$ cat config.mk
export PLATFORM = sky130hd
export DESIGN_NAME = fsd_deser
export DESIGN_NICKNAME = d
export VERILOG_FILES = /design/src/rtl/fsd_pkg.sv /design/src/rtl/fsd_shifter.sv /design/src/rtl/fsd_ctrl.sv /design/src/rtl/fsd_outreg.sv /design/src/rtl/fsd_deser.sv
export SDC_FILE = /design/constraint.sdc
export NUM_CORES = 1
export LEC_CHECK = 0
export ABC_AREA = 1
export BUFFER_PORTS_ARGS = -buffer_cell sky130_fd_sc_hd__buf_2
export CAP_MARGIN = 5
export CORE_MARGIN = 2
export CORE_UTILIZATION = 47
export DETAILED_ROUTE_END_ITERATION = 8
export HOLD_SLACK_MARGIN = 0.08
export PLACE_DENSITY = 0.68
export SLEW_MARGIN = 0
export SYNTH_ARGS = -nofsm -noshare
export SYNTH_HDL_FRONTEND = slang
export SYNTH_SLANG_ARGS = --single-unit
$ cat constraint.sdc
create_clock -name clk -period 1 [get_ports clk]
set_input_delay 0.1 -clock clk [delete_from_list [all_inputs] [get_ports clk]]
set_output_delay 0.1 -clock clk [all_outputs]
set_load 0.01 [all_outputs]
$ cat src/rtl/fsd_pkg.sv
package fsd_pkg;
    typedef enum logic [1:0] {
        ST_HUNT = 2'd0,
        ST_FILL = 2'd1,
        ST_HOLD = 2'd2
    } fsd_state_e;
endpackage

$ cat src/rtl/fsd_shifter.sv
module fsd_shifter #(
    parameter int WORD_W = 8
) (
    input  logic              clk,
    input  logic              rst_n,
    input  logic              ser_in,
    output logic [WORD_W-1:0] next_word
);
    // Only WORD_W-1 history bits are stored; the current bit completes the word.
    localparam int HIST_W = WORD_W - 1;

    logic [HIST_W-1:0] hist_q;

    assign next_word = {hist_q, ser_in};

    always_ff @(posedge clk or negedge rst_n) begin
        if (!rst_n) hist_q <= '0;
        else        hist_q <= next_word[HIST_W-1:0];
    end
endmodule

$ cat src/rtl/fsd_ctrl.sv
module fsd_ctrl
    import fsd_pkg::*;
#(
    parameter int WORD_W      = 8,
    parameter bit SYNC_AT_END = 1'b0
) (
    input  logic clk,
    input  logic rst_n,
    input  logic sync_in,
    output logic cap,
    output logic frame_err
);
    localparam int CNT_W = $clog2(WORD_W + 1);
    localparam logic [CNT_W-1:0] LAST_IDX = CNT_W'(WORD_W - 1);
    localparam logic [CNT_W-1:0] FULL_CNT = CNT_W'(WORD_W);
    localparam logic [CNT_W-1:0] ONE_CNT  = CNT_W'(1);

    fsd_state_e        st_q, st_n;
    logic [CNT_W-1:0]  cnt_q, cnt_n;
    logic              err_q, err_set;

    // State register process
    always_ff @(posedge clk or negedge rst_n) begin
        if (!rst_n) begin
            st_q  <= ST_HUNT;
            cnt_q <= '0;
            err_q <= 1'b0;
        end else begin
            st_q  <= st_n;
            cnt_q <= cnt_n;
            if (err_set) err_q <= 1'b1;
        end
    end

    // Next state and output process
    always_comb begin
        st_n    = st_q;
        cnt_n   = cnt_q;
        cap     = 1'b0;
        err_set = 1'b0;
        if (SYNC_AT_END) begin
            unique case (st_q)
                ST_HUNT: if (sync_in) begin
                    cap  = 1'b1;
                    st_n = ST_FILL;
                end
                ST_FILL: if (sync_in) cap = 1'b1;
                default: st_n = ST_HUNT;
            endcase
        end else begin
            unique case (st_q)
                ST_HUNT: if (sync_in) begin
                    st_n  = ST_FILL;
                    cnt_n = ONE_CNT;
                end
                ST_FILL: begin
                    if (sync_in) begin
                        err_set = 1'b1;
                        cnt_n   = ONE_CNT;
                    end else if (cnt_q == LAST_IDX) begin
                        cap   = 1'b1;
                        cnt_n = FULL_CNT;
                        st_n  = ST_HOLD;
                    end else begin
                        cnt_n = cnt_q + ONE_CNT;
                    end
                end
                ST_HOLD: if (sync_in) begin
                    st_n  = ST_FILL;
                    cnt_n = ONE_CNT;
                end
                default: st_n = ST_HUNT;
            endcase
        end
    end

    assign frame_err = err_q;

    generate
        if (SYNC_AT_END) begin : g_end_chk
            a_r8_no_err_trailing: assert property (@(posedge clk) disable iff (!rst_n)
                !frame_err);
        end else begin : g_start_chk
            a_r6_early_sync_flags: assert property (@(posedge clk) disable iff (!rst_n)
                (st_q == ST_FILL && sync_in) |=> frame_err);
            a_r6_err_sticky: assert property (@(posedge clk) disable iff (!rst_n)
                frame_err |=> frame_err);
            a_r2_no_back_to_back: assert property (@(posedge clk) disable iff (!rst_n)
                cap |=> !cap);
        end
    endgenerate
endmodule

$ cat src/rtl/fsd_outreg.sv
module fsd_outreg #(
    parameter int WORD_W = 8
) (
    input  logic              clk,
    input  logic              rst_n,
    input  logic              cap,
    input  logic [WORD_W-1:0] din,
    output logic [WORD_W-1:0] word_out,
    output logic              word_vld
);
    always_ff @(posedge clk or negedge rst_n) begin
        if (!rst_n) begin
            word_out <= '0;
            word_vld <= 1'b0;
        end else begin
            word_vld <= cap;
            if (cap) word_out <= din;
        end
    end
endmodule

$ cat src/rtl/fsd_deser.sv
module fsd_deser #(
    parameter int WORD_W      = 8,
    parameter bit SYNC_AT_END = 1'b0
) (
    input  logic              clk,
    input  logic              rst_n,
    input  logic              ser_in,
    input  logic              sync_in,
    output logic [WORD_W-1:0] word_out,
    output logic              word_vld,
    output logic              frame_err
);
    logic [WORD_W-1:0] next_word;
    logic              cap;

    fsd_shifter #(.WORD_W(WORD_W)) u_shift (
        .clk       (clk),
        .rst_n     (rst_n),
        .ser_in    (ser_in),
        .next_word (next_word)
    );

    fsd_ctrl #(.WORD_W(WORD_W), .SYNC_AT_END(SYNC_AT_END)) u_ctrl (
        .clk       (clk),
        .rst_n     (rst_n),
        .sync_in   (sync_in),
        .cap       (cap),
        .frame_err (frame_err)
    );

    fsd_outreg #(.WORD_W(WORD_W)) u_out (
        .clk      (clk),
        .rst_n    (rst_n),
        .cap      (cap),
        .din      (next_word),
        .word_out (word_out),
        .word_vld (word_vld)
    );

    a_r5_hold_between: assert property (@(posedge clk) disable iff (!rst_n)
        !cap |=> $stable(word_out));
    a_r2_strobe_follows: assert property (@(posedge clk) disable iff (!rst_n)
        cap |=> word_vld);
    a_r4_reset_quiet: assert property (@(posedge clk)
        !rst_n |-> (!word_vld && !frame_err));
endmodule

==> flow_metrics.env <==
export IMPL_vias=646
export IMPL_cp_depth=7
export IMPL_yosysTopAreaCell="dfrtp_1"
export IMPL_synthCells=85
export IMPL_ant_nets=0
export IMPL_dr_pass1_iters=4
export IMPL_worstPathArrival_ns=1.35
export IMPL_slew_violations=0
export IMPL_clkTransAtPathRegs_ns=0.12
export IMPL_via_per_inst=4.61
export IMPL_crit_chain="ha_2 -> nand2_4 -> inv_4 -> nand2_8 -> nor2_8 -> nand2_1 -> nand2_1"
export IMPL_synth_nets=90
export IMPL_coreArea_um2=1750
export IMPL_synth_area_mux_share_pct=0
export IMPL_rows=15
export IMPL_synthSimpleGateAreaFrac_pct=25.7
export IMPL_synth_xor_area_share_pct=0
export IMPL_yosysWarnings=0
export IMPL_crit_path_end_kind="register"
export IMPL_path_max_fanout=5
export IMPL_first_iter_violations=2
export IMPL_leakage_uw=0.000655
export IMPL_grt_max_degree=24
export IMPL_drv_cap=0
export IMPL_endpoint="u_out.word_out[5]"
export IMPL_antenna_found_initial=0
export IMPL_cp_startpoint="u_ctrl.cnt_q[1]"
export IMPL_grt_total_usage_pct=17.4
export IMPL_ys_types=16
export IMPL_grt_pass1_wl_um=2640
export IMPL_numPortBuffers=13
export IMPL_clock_skew_ns=0.00408
export IMPL_totalWireLength_um=1560
export IMPL_r2r_end="u_out.word_out[5]"
export IMPL_crit_path_start_kind="register"
export IMPL_die_h_um=47.3
export IMPL_synth_top_family_by_area="simple AND/OR/NAND/NOR gates"
export IMPL_cts_tree="built"
export IMPL_seq_area_frac_synth_pct=65.2
export IMPL_critPathMaxStageDelay_ns=0.37
export IMPL_required_ns=1.24
export IMPL_fin_crit_sh_pct=111
export IMPL_wl_per_cell_um=11.1
export IMPL_synth_compound_area_share_pct=3.40
export IMPL_rrSetupSlack_ns=-0.11
export IMPL_slew_headroom_pct=68.3
export IMPL_rsz0062_at_grt="yes"
export IMPL_post_route_drc_count=0
export IMPL_tns_ns=-1.01
export IMPL_r2r_start="u_ctrl.cnt_q[1]"
export IMPL_fmax_mhz=903
export IMPL_place_congestion=0.687
export IMPL_final_net_count=121
export IMPL_worstRegToRegCells=7
export IMPL_cp_common_cell="nand2_1"
export IMPL_dp_cells=128
export IMPL_status="complete, but fails checks"
export IMPL_numCtsBuffers=3
export IMPL_netlist_area_leader_share_pct=65.2
export IMPL_synth_area_um2=882
export IMPL_crit_path_top_delay_cell="dfrtp_1"
export IMPL_peakVddDrop_mv=1.51
export IMPL_clk_latency_ns=0.30
export IMPL_htreeDepth=1
export IMPL_tightest_slew_ns=0.476
export IMPL_die_w_um=47.3
export IMPL_final_setup_viol_count=14
export IMPL_synth_avg_cell_area_um2=10.4
export IMPL_hold_viol=0
export IMPL_n_antenna_cell=0
export IMPL_synth_adder_area_share_pct=1.42
export IMPL_finalNonFillerCells=140
export IMPL_drive_gt1_share_pct=39.1
export IMPL_power_density_nw_per_um2=2310
export IMPL_crit_buf_inv=1
export IMPL_worst_setup_path_type="register to register"
export IMPL_gr_total_overflow=0
export IMPL_hpwl_um=1070
export IMPL_synth_area_top_cells="dfrtp_1, nand2_1, inv_1, nand2_4, nor2_8"
export IMPL_cp_top_family="simple AND/OR/NAND/NOR gates"
export IMPL_dp_slack_ns=-0.0855
export IMPL_first_global_vias=603
export IMPL_clock_sinks=23
export IMPL_clockRootBuffer="clkbuf_4"
export IMPL_finalWorstSetupSlack_ns=-0.107
export IMPL_synthToLayoutAreaGrowth_pct=31.3
export IMPL_num_io_pins=14
export IMPL_min_path_type="input pin to register"
export IMPL_min_period_ns=1.11
export IMPL_initial_core_util_pct=50.5
export IMPL_cts_buffer_depth=2
export IMPL_violations="setup timing"
export IMPL_die_area_um2=2240
export IMPL_ys_ff_latch=23
-- per-stage QoR --
| step | util [%] | area (um2) | total power [uW] | hold slack, ns |
|---|---|---|---|---|
| 2_1_floorplan | - | 887 | 1770 | -0.196 |
| 3_3_place_gp | 58.5 | 1020 | 2100 | 0.0967 |
| 3_5_place_dp | 58.5 | 1020 | 2130 | 0.0906 |
| 4_1_cts | 63.2 | 1100 | 2590 | 0.0863 |
| 5_1_grt | 66.4 | 1160 | 2890 | 0.0800 |
| 6_report | 66.4 | 1160 | 2670 | 0.0966 |
-- state kept, by name, indices dropped and copies added (netlist names) --
register and flops:
u_shift.hist_q 7, u_out.word_out 8, u_out.word_vld 1, u_ctrl.cnt_q 4
u_ctrl.frame_err 1, u_ctrl.st_q 2
-- cells in the mapped netlist, drive strengths merged --
cell type,n
nand3,4
ha,1
o21bai,1
nand4,1
o31ai,1
o21ai,3
inv,10
dfrtp,23
nor2,2
nand2,39
-- cells by family after synthesis --
logic type               after synthesis
AND/OR/NAND/NOR                       46
adder cells (fa/ha/maj)                1
buffers and inverters                 10
flip-flops                            23
AO/OA/AOI/OAI                          5
-- worst min path at each step --
stage | start | to | slack, ns | cells past startpoint
after global placement | rst_n | u_out.word_out[6] | 0.1 | 1
after floorplan | rst_n | u_ctrl.cnt_q[0] | -0.20 | 0
after CTS | sync_in | u_ctrl.frame_err | 0.09 | 3
after global routing | sync_in | u_ctrl.frame_err | 0.08 | 3
after detailed placement | rst_n | u_ctrl.st_q[1] | 0.09 | 1
final | sync_in | u_ctrl.frame_err | 0.1 | 3
-- metal layers --
metal,vias to the layer above,global-route usage [%],routed length (um)
met5,-,0,0
met4,0,6.67,34
met3,4,3.46,42
met2,11,28.6,759
met1,305,22.6,722
li1,326,-,-
-- cell type report --
type / count / area, um2
clock buffer: 3 / 22.5
inverter: 10 / 40.0
timing repair buffer: 24 / 159
sequential: 23 / 577
multi-input combinational: 54 / 324
tap: 25 / 31.3
clock inverter: 1 / 5.00
fill: 140 / 587
-- tightest hold or removal path, stage by stage --
cell and delay [ns]:
buf_2 0.12, inv_2 0.08, o21bai_1 0.07
-- cells in the final DEF, fill, tap and decap left out --
master         synthesis  final
buf_2                  0     13
buf_4                  0      7
buf_6                  0      1
clkbuf_4               0      3
clkinv_2               0      1
dfrtp_1               23     22
dfrtp_2                0      1
dlygate4sd3_1          0      3
ha_2                   0      1
inv_1                  7      5
inv_2                  3      4
inv_4                  0      1
nand2_1               36     32
nand2_2                1      5
nand2_4                2      2
nand2_8                0      1
nand3_1                3      3
nand3_4                1      1
nand4_1                1      1
nor2_4                 0      2
nor2_8                 1      1
o21ai_0                2      1
o21ai_1                1      1
o21ai_2                0      1
o21bai_1               1      1
o31ai_1                1      1
-- power by group --
| part | switching [uW] | internal, uW | total (uW) |
|---|---|---|---|
| logic | 522 | 417 | 939 |
| registers | 159 | 1160 | 1320 |
| clock network | 262 | 149 | 411 |
-- timing repair --
action / 4_1_cts / 5_1_grt
hold buffers: 3 / 0
hold endpoints to repair: 27 / 0
buffers inserted: 1 / 2
pin swaps: 9 / 9
endpoints found under the setup margin: 14 / 15
cloned: 1 / 1
gates resized for setup: 3 / 10
Power figures use the tool's default switching activity.
